File: config.mk
export PLATFORM = sky130hd
export DESIGN_NAME = link_frame_interleaver
export DESIGN_NICKNAME = d
export VERILOG_FILES = /design/src/rtl/lfi_pkg.sv /design/src/rtl/lfi_slot_timer.sv /design/src/rtl/lfi_arbiter.sv /design/src/rtl/lfi_shifter.sv /design/src/rtl/link_frame_interleaver.sv
export SDC_FILE = /design/constraint.sdc
export NUM_CORES = 1
export LEC_CHECK = 0
export BUFFER_PORTS_ARGS = -buffer_cell sky130_fd_sc_hd__buf_2
export CORE_MARGIN = 3
export CORE_UTILIZATION = 50
export DETAILED_ROUTE_END_ITERATION = 6
export PLACE_DENSITY_LB_ADDON = 0.25
export SETUP_SLACK_MARGIN = 0.15
export SYNTH_ARGS = -nofsm -noshare
export SYNTH_HDL_FRONTEND = slang
export SYNTH_SLANG_ARGS = --single-unit
File: constraint.sdc
create_clock -name clk -period 3.6 [get_ports clk]
set_clock_uncertainty 0.05 [all_clocks]
set_input_delay 0.54 -clock clk [delete_from_list [all_inputs] [get_ports clk]]
set_output_delay 0.54 -clock clk [all_outputs]
set_load 0.02 [all_outputs]
File: src/rtl/lfi_pkg.sv
`timescale 1ns/1ps
package lfi_pkg;
   typedef enum logic {KIND_DSI = 1'b0, KIND_SPI = 1'b1} frame_kind_e;
   localparam int N_KINDS = 2;
endpackage

File: src/rtl/lfi_slot_timer.sv
`timescale 1ns/1ps
module lfi_slot_timer #(
   parameter int PERIOD_W = 8
) (
   input  logic                clk,
   input  logic                rst_n,
   input  logic                en,
   input  logic [PERIOD_W-1:0] period,
   input  logic                slot_taken,
   output logic                due
);
   logic [PERIOD_W-1:0] pcnt_q;
   logic                due_q;
   logic                wrap;

   // a period of zero behaves like a period of one
   assign wrap = en && (({1'b0, pcnt_q} + 1'b1) >= {1'b0, period});

   always_ff @(posedge clk or negedge rst_n) begin
      if (!rst_n) begin
         pcnt_q <= '0;
         due_q  <= 1'b0;
      end else if (!en) begin
         pcnt_q <= '0;
         due_q  <= 1'b0;
      end else begin
         pcnt_q <= wrap ? '0 : pcnt_q + 1'b1;
         due_q  <= wrap | (due_q & ~slot_taken);
      end
   end

   assign due = due_q;


   idle_timer_chk: assert property (@(posedge clk) disable iff (!rst_n)
      !en |=> !due);


   due_holds_chk: assert property (@(posedge clk) disable iff (!rst_n)
      (en && due && !slot_taken) |=> due);
endmodule

File: src/rtl/lfi_arbiter.sv
`timescale 1ns/1ps
module lfi_arbiter #(
   parameter int FAIR_LIMIT = 2
) (
   input  logic clk,
   input  logic rst_n,
   input  logic timed,
   input  logic boundary,
   input  logic spi_req,
   input  logic dsi_req,
   input  logic due,
   output logic spi_grant,
   output logic dsi_grant
);
   logic dsi_first;

   generate
      if (FAIR_LIMIT == 0) begin : g_strict
         assign dsi_first = 1'b0;
      end else begin : g_fair
         localparam int LOSS_W = $clog2(FAIR_LIMIT + 1);
         logic [LOSS_W-1:0] loss_q;
         always_ff @(posedge clk or negedge rst_n) begin
            if (!rst_n) begin
               loss_q <= '0;
            end else if (dsi_grant) begin
               loss_q <= '0;
            end else if (!timed && spi_grant && dsi_req &&
                         loss_q < LOSS_W'(FAIR_LIMIT)) begin
               loss_q <= loss_q + 1'b1;
            end
         end
         assign dsi_first = (loss_q >= LOSS_W'(FAIR_LIMIT));
      end
   endgenerate

   always_comb begin
      spi_grant = 1'b0;
      dsi_grant = 1'b0;
      if (boundary) begin
         if (timed) begin
            dsi_grant = due & dsi_req;
            spi_grant = ~due & spi_req;
         end else begin
            dsi_grant = dsi_req & (~spi_req | dsi_first);
            spi_grant = spi_req & ~dsi_grant;
         end
      end
   end


   grant_excl_chk: assert property (@(posedge clk) disable iff (!rst_n)
      $onehot0({spi_grant, dsi_grant}));


   timed_slot_chk: assert property (@(posedge clk) disable iff (!rst_n)
      (timed && dsi_grant) |-> due);


   lone_request_chk: assert property (@(posedge clk) disable iff (!rst_n)
      (!timed && boundary && (spi_req ^ dsi_req)) |-> (spi_grant | dsi_grant));
endmodule

File: src/rtl/lfi_shifter.sv
`timescale 1ns/1ps
module lfi_shifter
   import lfi_pkg::*;
#(
   parameter int MAX_LEN = 16,
   parameter int LEN_W   = 5,
   parameter int CNT_W   = 5
) (
   input  logic               clk,
   input  logic               rst_n,
   input  logic               load,
   input  frame_kind_e        load_kind,
   input  logic [LEN_W-1:0]   load_len,
   input  logic [MAX_LEN-1:0] load_data,
   input  logic               sdi,
   output logic               sdo,
   output logic               active,
   output logic               boundary,
   output logic               last_bit,
   output frame_kind_e        cur_kind,
   output logic [MAX_LEN-1:0] word_now
);
   logic [MAX_LEN:0]   tx_q;
   logic [CNT_W-1:0]   cnt_q;
   logic [MAX_LEN-2:0] rx_q;
   logic               first_q;
   frame_kind_e        kind_q;
   logic [LEN_W-1:0]   gap;
   logic [MAX_LEN-1:0] aligned;

   assign gap     = LEN_W'(MAX_LEN) - load_len;
   assign aligned = load_data << gap;

   always_ff @(posedge clk or negedge rst_n) begin
      if (!rst_n) begin
         tx_q    <= '0;
         cnt_q   <= '0;
         rx_q    <= '0;
         first_q <= 1'b0;
         kind_q  <= KIND_DSI;
      end else if (load) begin
         tx_q    <= {load_kind, aligned};
         cnt_q   <= CNT_W'(load_len) + 1'b1;
         rx_q    <= '0;
         first_q <= 1'b1;
         kind_q  <= load_kind;
      end else if (cnt_q != '0) begin
         tx_q    <= tx_q << 1;
         cnt_q   <= cnt_q - 1'b1;
         first_q <= 1'b0;
         if (!first_q) rx_q <= {rx_q[MAX_LEN-3:0], sdi};
      end
   end

   assign active   = (cnt_q != '0);
   assign boundary = (cnt_q <= CNT_W'(1));
   assign last_bit = (cnt_q == CNT_W'(1));
   assign sdo      = active & tx_q[MAX_LEN];
   assign cur_kind = kind_q;
   assign word_now = {rx_q, sdi};


   load_on_boundary_chk: assert property (@(posedge clk) disable iff (!rst_n)
      load |-> boundary);


   type_lead_chk: assert property (@(posedge clk) disable iff (!rst_n)
      load |=> (active && sdo == logic'($past(load_kind))));
endmodule

File: src/rtl/link_frame_interleaver.sv
`timescale 1ns/1ps
module link_frame_interleaver
   import lfi_pkg::*;
#(
   parameter int MAX_LEN    = 16,
   parameter int MIN_LEN    = 4,
   parameter int PERIOD_W   = 8,
   parameter int FAIR_LIMIT = 2,
   localparam int LEN_W     = $clog2(MAX_LEN + 1),
   localparam int CNT_W     = $clog2(MAX_LEN + 2)
) (
   input  logic               clk,
   input  logic               rst_n,
   input  logic               mode_timed,
   input  logic [LEN_W-1:0]   spi_len,
   input  logic [LEN_W-1:0]   dsi_len,
   input  logic [PERIOD_W-1:0] dsi_period,
   input  logic               spi_req,
   input  logic [MAX_LEN-1:0] spi_data,
   output logic               spi_ack,
   input  logic               dsi_req,
   input  logic [MAX_LEN-1:0] dsi_data,
   output logic               dsi_ack,
   output logic               link_sdo,
   input  logic               link_sdi,
   output logic               link_active,
   output logic [MAX_LEN-1:0] spi_rx,
   output logic [MAX_LEN-1:0] dsi_rx,
   output logic               spi_done,
   output logic               dsi_done
);
   generate
      if (MIN_LEN < 3 || MIN_LEN > MAX_LEN) begin : g_bad_len
         $error("link_frame_interleaver: MIN_LEN must lie in 3..MAX_LEN");
      end
      if (PERIOD_W < 1) begin : g_bad_period
         $error("link_frame_interleaver: PERIOD_W must be at least 1");
      end
      if (FAIR_LIMIT < 0) begin : g_bad_fair
         $error("link_frame_interleaver: FAIR_LIMIT must not be negative");
      end
   endgenerate

   function automatic logic [LEN_W-1:0] fit_len(input logic [LEN_W-1:0] l);
      if (l < LEN_W'(MIN_LEN)) return LEN_W'(MIN_LEN);
      if (l > LEN_W'(MAX_LEN)) return LEN_W'(MAX_LEN);
      return l;
   endfunction

   logic               spi_grant, dsi_grant, due, boundary, last_bit, load;
   frame_kind_e        load_kind, cur_kind;
   logic [LEN_W-1:0]   load_len;
   logic [MAX_LEN-1:0] load_data, word_now;

   lfi_slot_timer #(.PERIOD_W(PERIOD_W)) u_timer (
      .clk(clk), .rst_n(rst_n), .en(mode_timed), .period(dsi_period),
      .slot_taken(dsi_grant), .due(due)
   );

   lfi_arbiter #(.FAIR_LIMIT(FAIR_LIMIT)) u_arb (
      .clk(clk), .rst_n(rst_n), .timed(mode_timed), .boundary(boundary),
      .spi_req(spi_req), .dsi_req(dsi_req), .due(due),
      .spi_grant(spi_grant), .dsi_grant(dsi_grant)
   );

   assign load      = spi_grant | dsi_grant;
   assign load_kind = spi_grant ? KIND_SPI : KIND_DSI;
   assign load_len  = spi_grant ? fit_len(spi_len) : fit_len(dsi_len);
   assign load_data = spi_grant ? spi_data : dsi_data;

   lfi_shifter #(.MAX_LEN(MAX_LEN), .LEN_W(LEN_W), .CNT_W(CNT_W)) u_shift (
      .clk(clk), .rst_n(rst_n), .load(load), .load_kind(load_kind),
      .load_len(load_len), .load_data(load_data), .sdi(link_sdi),
      .sdo(link_sdo), .active(link_active), .boundary(boundary),
      .last_bit(last_bit), .cur_kind(cur_kind), .word_now(word_now)
   );

   generate
      for (genvar k = 0; k < N_KINDS; k++) begin : g_cls
         logic [MAX_LEN-1:0] rx_q;
         logic               done_q;
         logic               mine;
         assign mine = last_bit && (logic'(cur_kind) == 1'(k));
         always_ff @(posedge clk or negedge rst_n) begin
            if (!rst_n) begin
               rx_q   <= '0;
               done_q <= 1'b0;
            end else begin
               done_q <= mine;
               if (mine) rx_q <= word_now;
            end
         end
      end
   endgenerate

   assign spi_rx   = g_cls[1].rx_q;
   assign dsi_rx   = g_cls[0].rx_q;
   assign spi_done = g_cls[1].done_q;
   assign dsi_done = g_cls[0].done_q;
   assign spi_ack  = spi_grant;
   assign dsi_ack  = dsi_grant;


   done_excl_chk: assert property (@(posedge clk) disable iff (!rst_n)
      $onehot0({spi_done, dsi_done}));


   spi_ack_req_chk: assert property (@(posedge clk) disable iff (!rst_n)
      spi_ack |-> spi_req);


   dsi_ack_req_chk: assert property (@(posedge clk) disable iff (!rst_n)
      dsi_ack |-> dsi_req);


   rx_quiet_chk: assert property (@(posedge clk) disable iff (!rst_n)
      !spi_done |-> $stable(spi_rx));
endmodule

==> summary.txt, run 1 <==
Run status
  • Status: finished clean

Routing
  • Drt drc: 0
  • Detailed Route Iter0 Violations: 214
  • Via density: approximately 5.9
  • Post-DRT Antenna Nets: 0
  • Routed WL per cell: ~17 um
  • TritonRoute pass-1 iters: 5
  • Final wirelength: ~13000 um
  • DR vias: 4495

STA
  • Slew @ Worst Pin: 1.05 ns
  • Total negative slack: 0 ns
  • Tcrit/Tclk final: 90.9%
  • Final setup viols: 0
  • Worst Slack Setup Final: around 0.33 ns
  • Final critical-path required period: approximately 3.3 ns
  • Final Hold Fails: 0
  • RSZ-0062 raised after global routing: yes
  • Count of pins over their slew limit: 0
  • Fmax: roughly 300 MHz
  • Worst slew margin: 30.1%

Critical path
  • Slowest-stage cell, CP: dfrtp_1
  • Worst reg2reg startpoint: u_shift.cnt_q[0]
  • Critical Path Source Type: flip-flop
  • Setup slack, reg-to-reg: 0.33 ns
  • CP delay by family, top: simple AND/OR/NAND/NOR gates
  • Max Fanout on Critical Path: 17
  • Worst R2R End: u_shift.tx_q[1]
  • Instance count on the critical path: 14
  • CP max stage delay: 0.45 ns
  • Crit Path Class: flip-flop to flip-flop
  • CP required: 3.81 ns
  • R2R depth: 14
  • Crit. End Element: flip-flop
  • Crit-path cells: ha_1 > o21a_4 > nand2_8 > mux2i_2 > inv_1 > ha_1 > inv_1 > and3_1 > o211ai_1 > nand2_2 > buf_4 > nand3_1 > or3_1 > a21oi_1
  • Buf+Inv Stages, Crit Path: 3
  • Arr. time, crit path: approximately 3.5 ns

Placed design
  • Cell Area, Placed: between 5000 and 6000 um^2
  • DP HPWL: around 9600 um
  • Dpl ws: between 0.07 and 0.08 ns
  • RePlAce Congestion: approximately 0.9
  • IO Port Bufs: 93

Finish
  • Layout area overhead: 17.5%
  • Nets: 700
  • Fraction of layout cells with a size suffix above 1: between 20% and 30%
  • Final instance area: roughly 6000 um^2
  • Diodes inserted: 0
  • Fillcell total: just under 900

Synth
  • Syn Nets: 603
  • Mux contribution to synthesized area: between 15 and 20%
  • Mean area per synthesized cell: ~9.7 um^2
  • Post-synthesis register bit count: between 80 and 90
  • Synthesized area: approximately 5200 um^2
  • Gate Count Post-Synth: between 500 and 600
  • Largest family of logic cells by synthesized area: multiplexers
  • Xor and xnor fraction of the mapped netlist area: roughly 1.9%
  • Simple-Gate Fraction of Synth Area: roughly 15%
  • Synth Flop Type: dfrtp_1
  • Ys async rst share: 100%
  • Post-synth EDFFs: 0
  • Seq/Total Area, Yosys: between 40% and 50%
  • Adder-cell area share of the yosys netlist: under 10%
  • Post-synthesis cell type count: 59
  • Synth Area in Compound Gates: ~17%
  • Syn. warnings: 0

Global routing
  • GRT Resource Usage Total: 22.8%
  • Initial antenna violation count: 0
  • First-pass GRT wire length: between 20000 and 25000 um
  • Gr ovfl total: 0
  • Number of global-route vias before repair: 4422
  • Largest net degree at the start of global routing: 85

CTS
  • Clk slew on worst S/H paths: 0.09 ns
  • Clock sinks: 84
  • Root Buffer: clkbuf_8
  • CTS buffer count: 9
  • CTS tree: built
  • Clk Latency, worst-skew pair: between 0.3 and 0.4 ns
  • H-Tree Level Count: 3
  • Clock tree buffer depth: 2
  • Cts hold-fix bufs: 0

Power and ir drop
  • Tot Pwr: around 4 mW
  • Leakage Power: 3.09 nW
  • VDD IR max: 0.299 mV
  • Pwr/cell area: roughly 660 nW/um^2

Worst hold path
  • Hold crit path type: input port to async pin

Floorplan
  • Die extent in y: ~110 um
  • Initial Utilization: a little over half
  • Core Region: 9910 um^2
  • Row count: 36
  • IO Pins: 94
  • Die Span X: between 100 and 150 um
  • Die area: around 12000 um^2

Job
  • Max Cap Viol: 0
==> logic make-up (layout without fill, tap and decap cells) <==
kind of cell	count (synthesis)	after routing
buffers and inverters	47	149
flip-flops	84	84
XOR/XNOR	11	11
adder cells (fa/ha/maj)	15	15
AO/OA/AOI/OAI	136	136
multiplexers	79	79
AND/OR/NAND/NOR	160	160
==> what timing repair did <==
action / 4_1_cts / 5_1_grt
gates resized for setup: 2 / 12
pin swaps: 1 / 4
gates cloned: 0 / 0
endpoints found under the setup margin: 5 / 16
setup buffers: 0 / 2
==> worst max path at each step <==
stage                                       from                to  slack (ns)
after floorplan           u_arb.g_fair.loss_q[0]  u_shift.tx_q[14]        0.37
after global placement                mode_timed   u_shift.tx_q[5]        0.29
after detailed placement              mode_timed  u_shift.tx_q[13]        0.07
after CTS                 u_arb.g_fair.loss_q[0]   u_shift.tx_q[6]        0.17
after global routing            u_shift.cnt_q[2]   u_shift.tx_q[1]        0.09
final                           u_shift.cnt_q[0]   u_shift.tx_q[1]        0.33
==> flip-flops by register name, indices dropped and copies added (netlist names) <==
signal,count
dsi_done,1
dsi_rx,16
spi_done,1
spi_rx,16
u_arb.g_fair.loss_q,2
u_shift.cnt_q,5
u_shift.cur_kind,1
u_shift.first_q,1
u_shift.rx_q,15
u_shift.tx_q,17
u_timer.due,1
u_timer.pcnt_q,8
==> cell type report <==
cell class | count | area [um^2] | share of cell area [%]
inverters | 21 | 81.3 | 1.34
multi-input cells | 401 | 2890 | 47.8
flip-flops and latches | 84 | 2100 | 34.7
clock inverters | 6 | 71.3 | 1.18
well taps | 133 | 166 | 2.75
repair buffers | 112 | 614 | 10.1
clock buffers | 10 | 128 | 2.11
==> where the power goes <==
part	internal [mW]	total (mW)	leakage (nW)	switching, mW
Sequential	1.29	1.51	1.10	0.222
Clock	0.327	0.685	0.0935	0.357
Combinational	0.755	1.79	1.90	1.04
Total	2.37	3.99	3.09	1.62
==> placed cells by master, fill, tap and decap left out, types with 5 or more instances in the layout <==
cell type  instances
buf_2             92
nand3_1           20
a211o_1            5
and3_1            11
buf_4             19
nand2b_1           6
mux4_2             6
a21o_1            10
inv_1             19
a21oi_1           40
nand2_1           51
a31oi_1           11
dfrtp_1           84
o211ai_1           5
a2111oi_0          5
o21ai_0           26
nor2_1            38
ha_1              15
o21a_1             5
xor2_1             5
xnor2_1            6
mux2_2            38
nor3_1            11
clkbuf_8           9
mux2i_1           32
==> cells in the mapped netlist, types with 2 or more instances <==
| library cell | count | area share [%] |
|---|---|---|
| dfrtp_1 | 84 | 41 |
| nand2_1 | 52 | 3.8 |
| a21oi_1 | 40 | 3.9 |
| nor2_1 | 39 | 2.8 |
| mux2_2 | 38 | 8.3 |
| mux2i_1 | 34 | 6.6 |
| o21ai_0 | 27 | 2.6 |
| nand3_1 | 20 | 1.9 |
| inv_1 | 19 | 1.4 |
| clkbuf_1 | 15 | 1.1 |
| ha_1 | 15 | 3.6 |
| a31oi_1 | 11 | 1.3 |
| and3_1 | 11 | 1.3 |
| nor3_1 | 11 | 1.1 |
| a21o_1 | 10 | 1.5 |
| mux4_2 | 6 | 2.6 |
| nand2b_1 | 6 | 0.73 |
| xnor2_1 | 6 | 1.0 |
| a2111oi_0 | 5 | 0.85 |
| a211o_1 | 5 | 0.85 |
| and2_1 | 5 | 0.61 |
| buf_2 | 5 | 0.49 |
| o211ai_1 | 5 | 0.73 |
| o21a_1 | 5 | 0.73 |
| o31ai_1 | 5 | 0.73 |
| xor2_1 | 5 | 0.85 |
| a211oi_1 | 3 | 0.44 |
| buf_6 | 3 | 0.66 |
| or3_1 | 3 | 0.36 |
| buf_1 | 2 | 0.15 |
| nand2_2 | 2 | 0.24 |
| nand4_1 | 2 | 0.24 |
| nor3_2 | 2 | 0.39 |
| nor4_1 | 2 | 0.24 |
| o211a_1 | 2 | 0.39 |
| o21ai_1 | 2 | 0.19 |
| o21ba_2 | 2 | 0.39 |
| o22ai_1 | 2 | 0.24 |
==> metal layers <==
metal	up-vias	global-route usage (%)	wire length [um]
met2	171	36.9	6050
met1	2170	31.4	5700
met5	-	0	0
met3	24	3.72	706
met4	0	6.94	252
li1	2130	-	-
==> stage by stage <==
step / util, % / std cells / hold slack (ns)
after CTS: 60.4 / 765 / 0.353
after global routing: 61.1 / 767 / 0.385
final: 61.1 / 767 / 0.312
after global placement: 58.4 / 749 / 0.423
after detailed placement: 58.4 / 749 / 0.436
after floorplan: - / 532 / 0.194
==> worst register-to-register path, stage by stage (launching register included) <==
cell	delay, ns
dfrtp_1	0.45
ha_1	0.27
o21a_4	0.29
nand2_8	0.14
mux2i_2	0.25
inv_1	0.07
ha_1	0.23
inv_1	0.11
and3_1	0.16
o211ai_1	0.15
nand2_2	0.15
buf_4	0.20
nand3_1	0.15
or3_1	0.39
a21oi_1	0.13
(Power assumes the default switching activity.)
==> run 2: changes to the inputs <==
--- a/config.mk
+++ b/config.mk
@@ -5,11 +5,13 @@
 export SDC_FILE = /design/constraint.sdc
 export NUM_CORES = 1
 export LEC_CHECK = 0
+export ABC_AREA = 1
 export BUFFER_PORTS_ARGS = -buffer_cell sky130_fd_sc_hd__buf_2
 export CORE_MARGIN = 3
 export CORE_UTILIZATION = 50
 export DETAILED_ROUTE_END_ITERATION = 6
 export PLACE_DENSITY_LB_ADDON = 0.25
+export REMOVE_ABC_BUFFERS = 1
 export SETUP_SLACK_MARGIN = 0.15
 export SYNTH_ARGS = -nofsm -noshare
 export SYNTH_HDL_FRONTEND = slang
==> constraint.sdc (replaced) <==
create_clock -name clk -period 3.2 [get_ports clk]
set_clock_uncertainty 0.05 [all_clocks]
set_input_delay 0.48 -clock clk [delete_from_list [all_inputs] [get_ports clk]]
set_output_delay 0.48 -clock clk [all_outputs]
set_load 0.02 [all_outputs]
==> summary.txt, run 2 <==
Run status
  • Status: finished clean (unchanged)

Routing
  • DR vias: 4700 (was 4495)
  • Final wirelength: 12100 um (was 12700 um)
  • TritonRoute pass-1 iters: 5 (unchanged)
  • Routed WL per cell: 13.5 um (was 16.6 um)
  • Detailed Route Iter0 Violations: 333 (was 214)
  • Post-DRT Antenna Nets: 0 (unchanged)
  • Via density: 5.25 (was 5.86)
  • Drt drc: 0 (unchanged)

CTS
  • Clk Latency, worst-skew pair: 0.35 ns (about the same)
  • Clock tree buffer depth: 2 (unchanged)
  • CTS tree: built (unchanged)
  • CTS buffer count: 9 (unchanged)
  • H-Tree Level Count: 3 (unchanged)
  • Clk slew on worst S/H paths: 0.09 ns (about the same)
  • Clock sinks: 84 (unchanged)
  • Root Buffer: clkbuf_8 (unchanged)

Critical path
  • Crit Path Class: flip-flop to flip-flop (unchanged)
  • Crit-path cells: ha_1 > nor2_1 > nand2_1 > a21oi_2 > nand3_4 > nand2_1 > o21ai_1 > ha_2 > clkinvlp_4 > nand3_1 > nand3_1 > a21oi_1 > nand2_1 > a21oi_1 (was ha_1 > o21a_4 > nand2_8 > mux2i_2 > inv_1 > ha_1 > inv_1 > and3_1 > o211ai_1 > nand2_2 > buf_4 > nand3_1 > or3_1 > a21oi_1)
  • CP required: 3.43 ns (was 3.81 ns)
  • Arr. time, crit path: 3.06 ns (was 3.49 ns)
  • Max Fanout on Critical Path: 11 (was 17)
  • Critical Path Source Type: flip-flop (unchanged)
  • CP max stage delay: 0.42 ns (was 0.45 ns)
  • Slowest-stage cell, CP: ha_2 (was dfrtp_1)
  • CP dominant cell by count: nand2_1
  • Crit. End Element: flip-flop (unchanged)

Placed design
  • RePlAce Congestion: 0.906 (was 0.901)
  • Cell Area, Placed: 5480 um^2 (was 5790 um^2)
  • IO Port Bufs: 93 (unchanged)
  • Post-placement cell count: 873 (was 749)
  • DP HPWL: 8690 um (was 9600 um)

Finish
  • Diodes inserted: 0 (unchanged)
  • Final Util: 60.9% (was 61.1%)
  • Fillcell total: 893 (was 889)
  • Final instance area: 5730 um^2 (was 6060 um^2)
  • Largest Register: u_shift.tx_q (unchanged)
  • Nets: 832 (was 700)
  • Fraction of layout cells with a size suffix above 1: 20.1% (was 30.0%)
  • Commonest non-fill, non-tap cell in the layout: nand2_1 (was buf_2)
  • Most frequent cells in the layout: nand2_1, nand3_1, buf_2, dfrtp_1, inv_1 (was buf_2, dfrtp_1, nand2_1, a21oi_1)
  • Max reg flops: 17 (unchanged)
  • Layout area overhead: 16.1% (was 17.5%)
  • Non-Filler Instances: 895 (was 767)

Power and ir drop
  • VDD IR max: 0.314 mV (was 0.299 mV)
  • Clock Power Share: 15.9% (was 17.2%)
  • Flop pwr share: 37.1% (was 37.8%)
  • Int Power: 2.44 mW (was 2.37 mW)
  • Pwr/cell area: 776 nW/um^2 (was 658 nW/um^2)
  • Leakage Power: 3.13 nW (was 3.09 nW)
  • Sw Share: 45.2% (was 40.6%)
  • Combinational share of power: 47.0% (was 45.0%)
  • P_sw: 2.01 mW (was 1.62 mW)

Synth
  • Gate Count Post-Synth: 672 (was 532)
  • Most frequent cell after synthesis: nand2_1 (was dfrtp_1)
  • Post-synthesis register bit count: 84 (unchanged)
  • Synth Flop Type: dfrtp_1 (unchanged)
  • Synthesized area: 4940 um^2 (was 5160 um^2)
  • Synth cell count leaders: nand2_1, nand3_1, dfrtp_1, inv_1, o21ai_0 (was dfrtp_1, nand2_1, a21oi_1, nor2_1, mux2_2)
  • Seq/Total Area, Yosys: 42.6% (was 40.8%)
  • Syn. warnings: 0 (unchanged)
  • Cell accounting for the most synthesized area: dfrtp_1 (unchanged)
  • Ys async rst share: 100% (unchanged)
  • Post-synth EDFFs: 0 (unchanged)
  • Post-synthesis cell type count: 36 (was 59)
  • Area contributors post-synth: dfrtp_1, nand2_1, nand3_1 (was dfrtp_1, mux2_2, mux2i_1)
  • Synth top area share: 42.6% (was 40.8%)
  • Mean area per synthesized cell: 7.35 um^2 (was 9.69 um^2)

Floorplan
  • Die extent in y: 105 um (was 108 um)
  • Die area: 11100 um^2 (was 11600 um^2)
  • IO Pins: 94 (unchanged)
  • Core Region: 9420 um^2 (was 9910 um^2)
  • Die Span X: 105 um (was 108 um)
  • Row count: 35 (was 36)
  • Initial Utilization: 52.4% (was 52.0%)

Global routing
  • First-pass GRT wire length: 20300 um (was 21500 um)
  • Initial antenna violation count: 0 (unchanged)
  • Gr ovfl total: 0 (unchanged)
  • Largest net degree at the start of global routing: 85 (unchanged)
  • Number of global-route vias before repair: 4388 (was 4422)
  • GRT Resource Usage Total: 21.9% (was 22.8%)

STA
  • Total negative slack: 0 ns (unchanged)
  • Count of pins over their slew limit: 0 (unchanged)
  • Worst slew margin: 31.4% (was 30.1%)
  • Final setup viols: 0 (unchanged)
  • Final critical-path required period: 2.83 ns (was 3.27 ns)
  • Slew @ Worst Pin: 1.03 ns (was 1.05 ns)
  • Final Hold Fails: 0 (unchanged)
  • RSZ-0062 raised after global routing: no (was yes)
  • Tcrit/Tclk final: 88.4% (was 90.9%)
  • Fmax: 354 MHz (was 306 MHz)

Job
  • Max Cap Viol: 0 (unchanged)

Worst hold path
  • Hold crit path type: input port to async pin (unchanged)
[run 2: cell type report]
| class | count | area, um^2 | share of cell area (%) |
|---|---|---|---|
| Clock inverter | 7 | 61.3 | 1.07 |
| Inverter | 73 | 278 | 4.85 |
| Timing Repair Buffer | 103 | 543 | 9.48 |
| Tap cell | 129 | 161 | 2.82 |
| Sequential cell | 84 | 2100 | 36.7 |
| Multi-Input combinational cell | 489 | 2450 | 42.8 |
| Clock buffer | 9 | 124 | 2.16 |
| Timing Repair inverter | 1 | 7.51 | 0.131 |
[run 2: final timing paths]
kind	startpoint	end	cells past startpoint	slack, ns
max	u_arb.g_fair.loss_q[1]	u_shift.tx_q[10]	14	0.37
min	rst_n	dsi_rx[7]	1	0.27
max reg2reg	u_arb.g_fair.loss_q[1]	u_shift.tx_q[10]	14	0.37
min reg2reg	u_shift.cur_kind	dsi_done	1	0.42
max in group asynchronous	rst_n	u_shift.rx_q[8]	1	2.19
min in group clk	mode_timed	u_timer.pcnt_q[1]	3	0.33
[run 2: kinds of logic (layout without fill, tap and decap cells)]
family	after synthesis	after routing	share of synthesized area, %
compound gates	112	112	12.1
xor+xnor	8	8	1.42
fa+ha+maj	15	15	3.80
buf+inv	100	193	8.36
flops	84	84	42.6
simple gates	353	354	31.8
[run 2: what timing repair did]
item	4_1_cts	5_1_grt
setup buffers	0	4
hold buffers	0	0
resized for setup	0	5
endpoints found under the hold margin	0	0
setup endpoints to repair	0	15
[run 2: through the flow]
step	setup WS (ns)	hold WS, ns	power, mW
2_1_floorplan	0.172	0.134	3.06
3_3_place_gp	0.316	0.414	3.65
3_5_place_dp	0.267	0.409	3.71
4_1_cts	0.259	0.285	4.42
5_1_grt	0.159	0.335	4.84
6_report	0.372	0.266	4.45
[run 2: routing by layer]
| layer | vias up | GRT usage [%] | wire (um) |
|---|---|---|---|
| met4 | 0 | 6.37 | 166 |
| met3 | 13 | 2.57 | 549 |
| met1 | 2211 | 30.1 | 5390 |
| met2 | 118 | 36.6 | 6010 |
| li1 | 2358 | - | - |
| met5 | - | 0 | 0 |
[run 2: critical path, delay by kind of cell (launching register included)]
family | cells | cell delay (ns)
AO/OA/AOI/OAI | 4 | 0.63
AND/OR/NAND/NOR | 7 | 0.84
flip-flops | 1 | 0.41
adder cells (fa/ha/maj) | 2 | 0.61
buffers and inverters | 1 | 0.20
[run 2: power by group through the flow]
stage | Combinational, mW | Sequential (mW) | Clock, mW
after floorplan | 1.26 | 1.81 | 0
after global placement | 1.99 | 1.65 | 0
after detailed placement | 2.05 | 1.66 | 0
after CTS | 2.06 | 1.65 | 0.723
after global routing | 2.38 | 1.70 | 0.771
final | 2.09 | 1.65 | 0.707
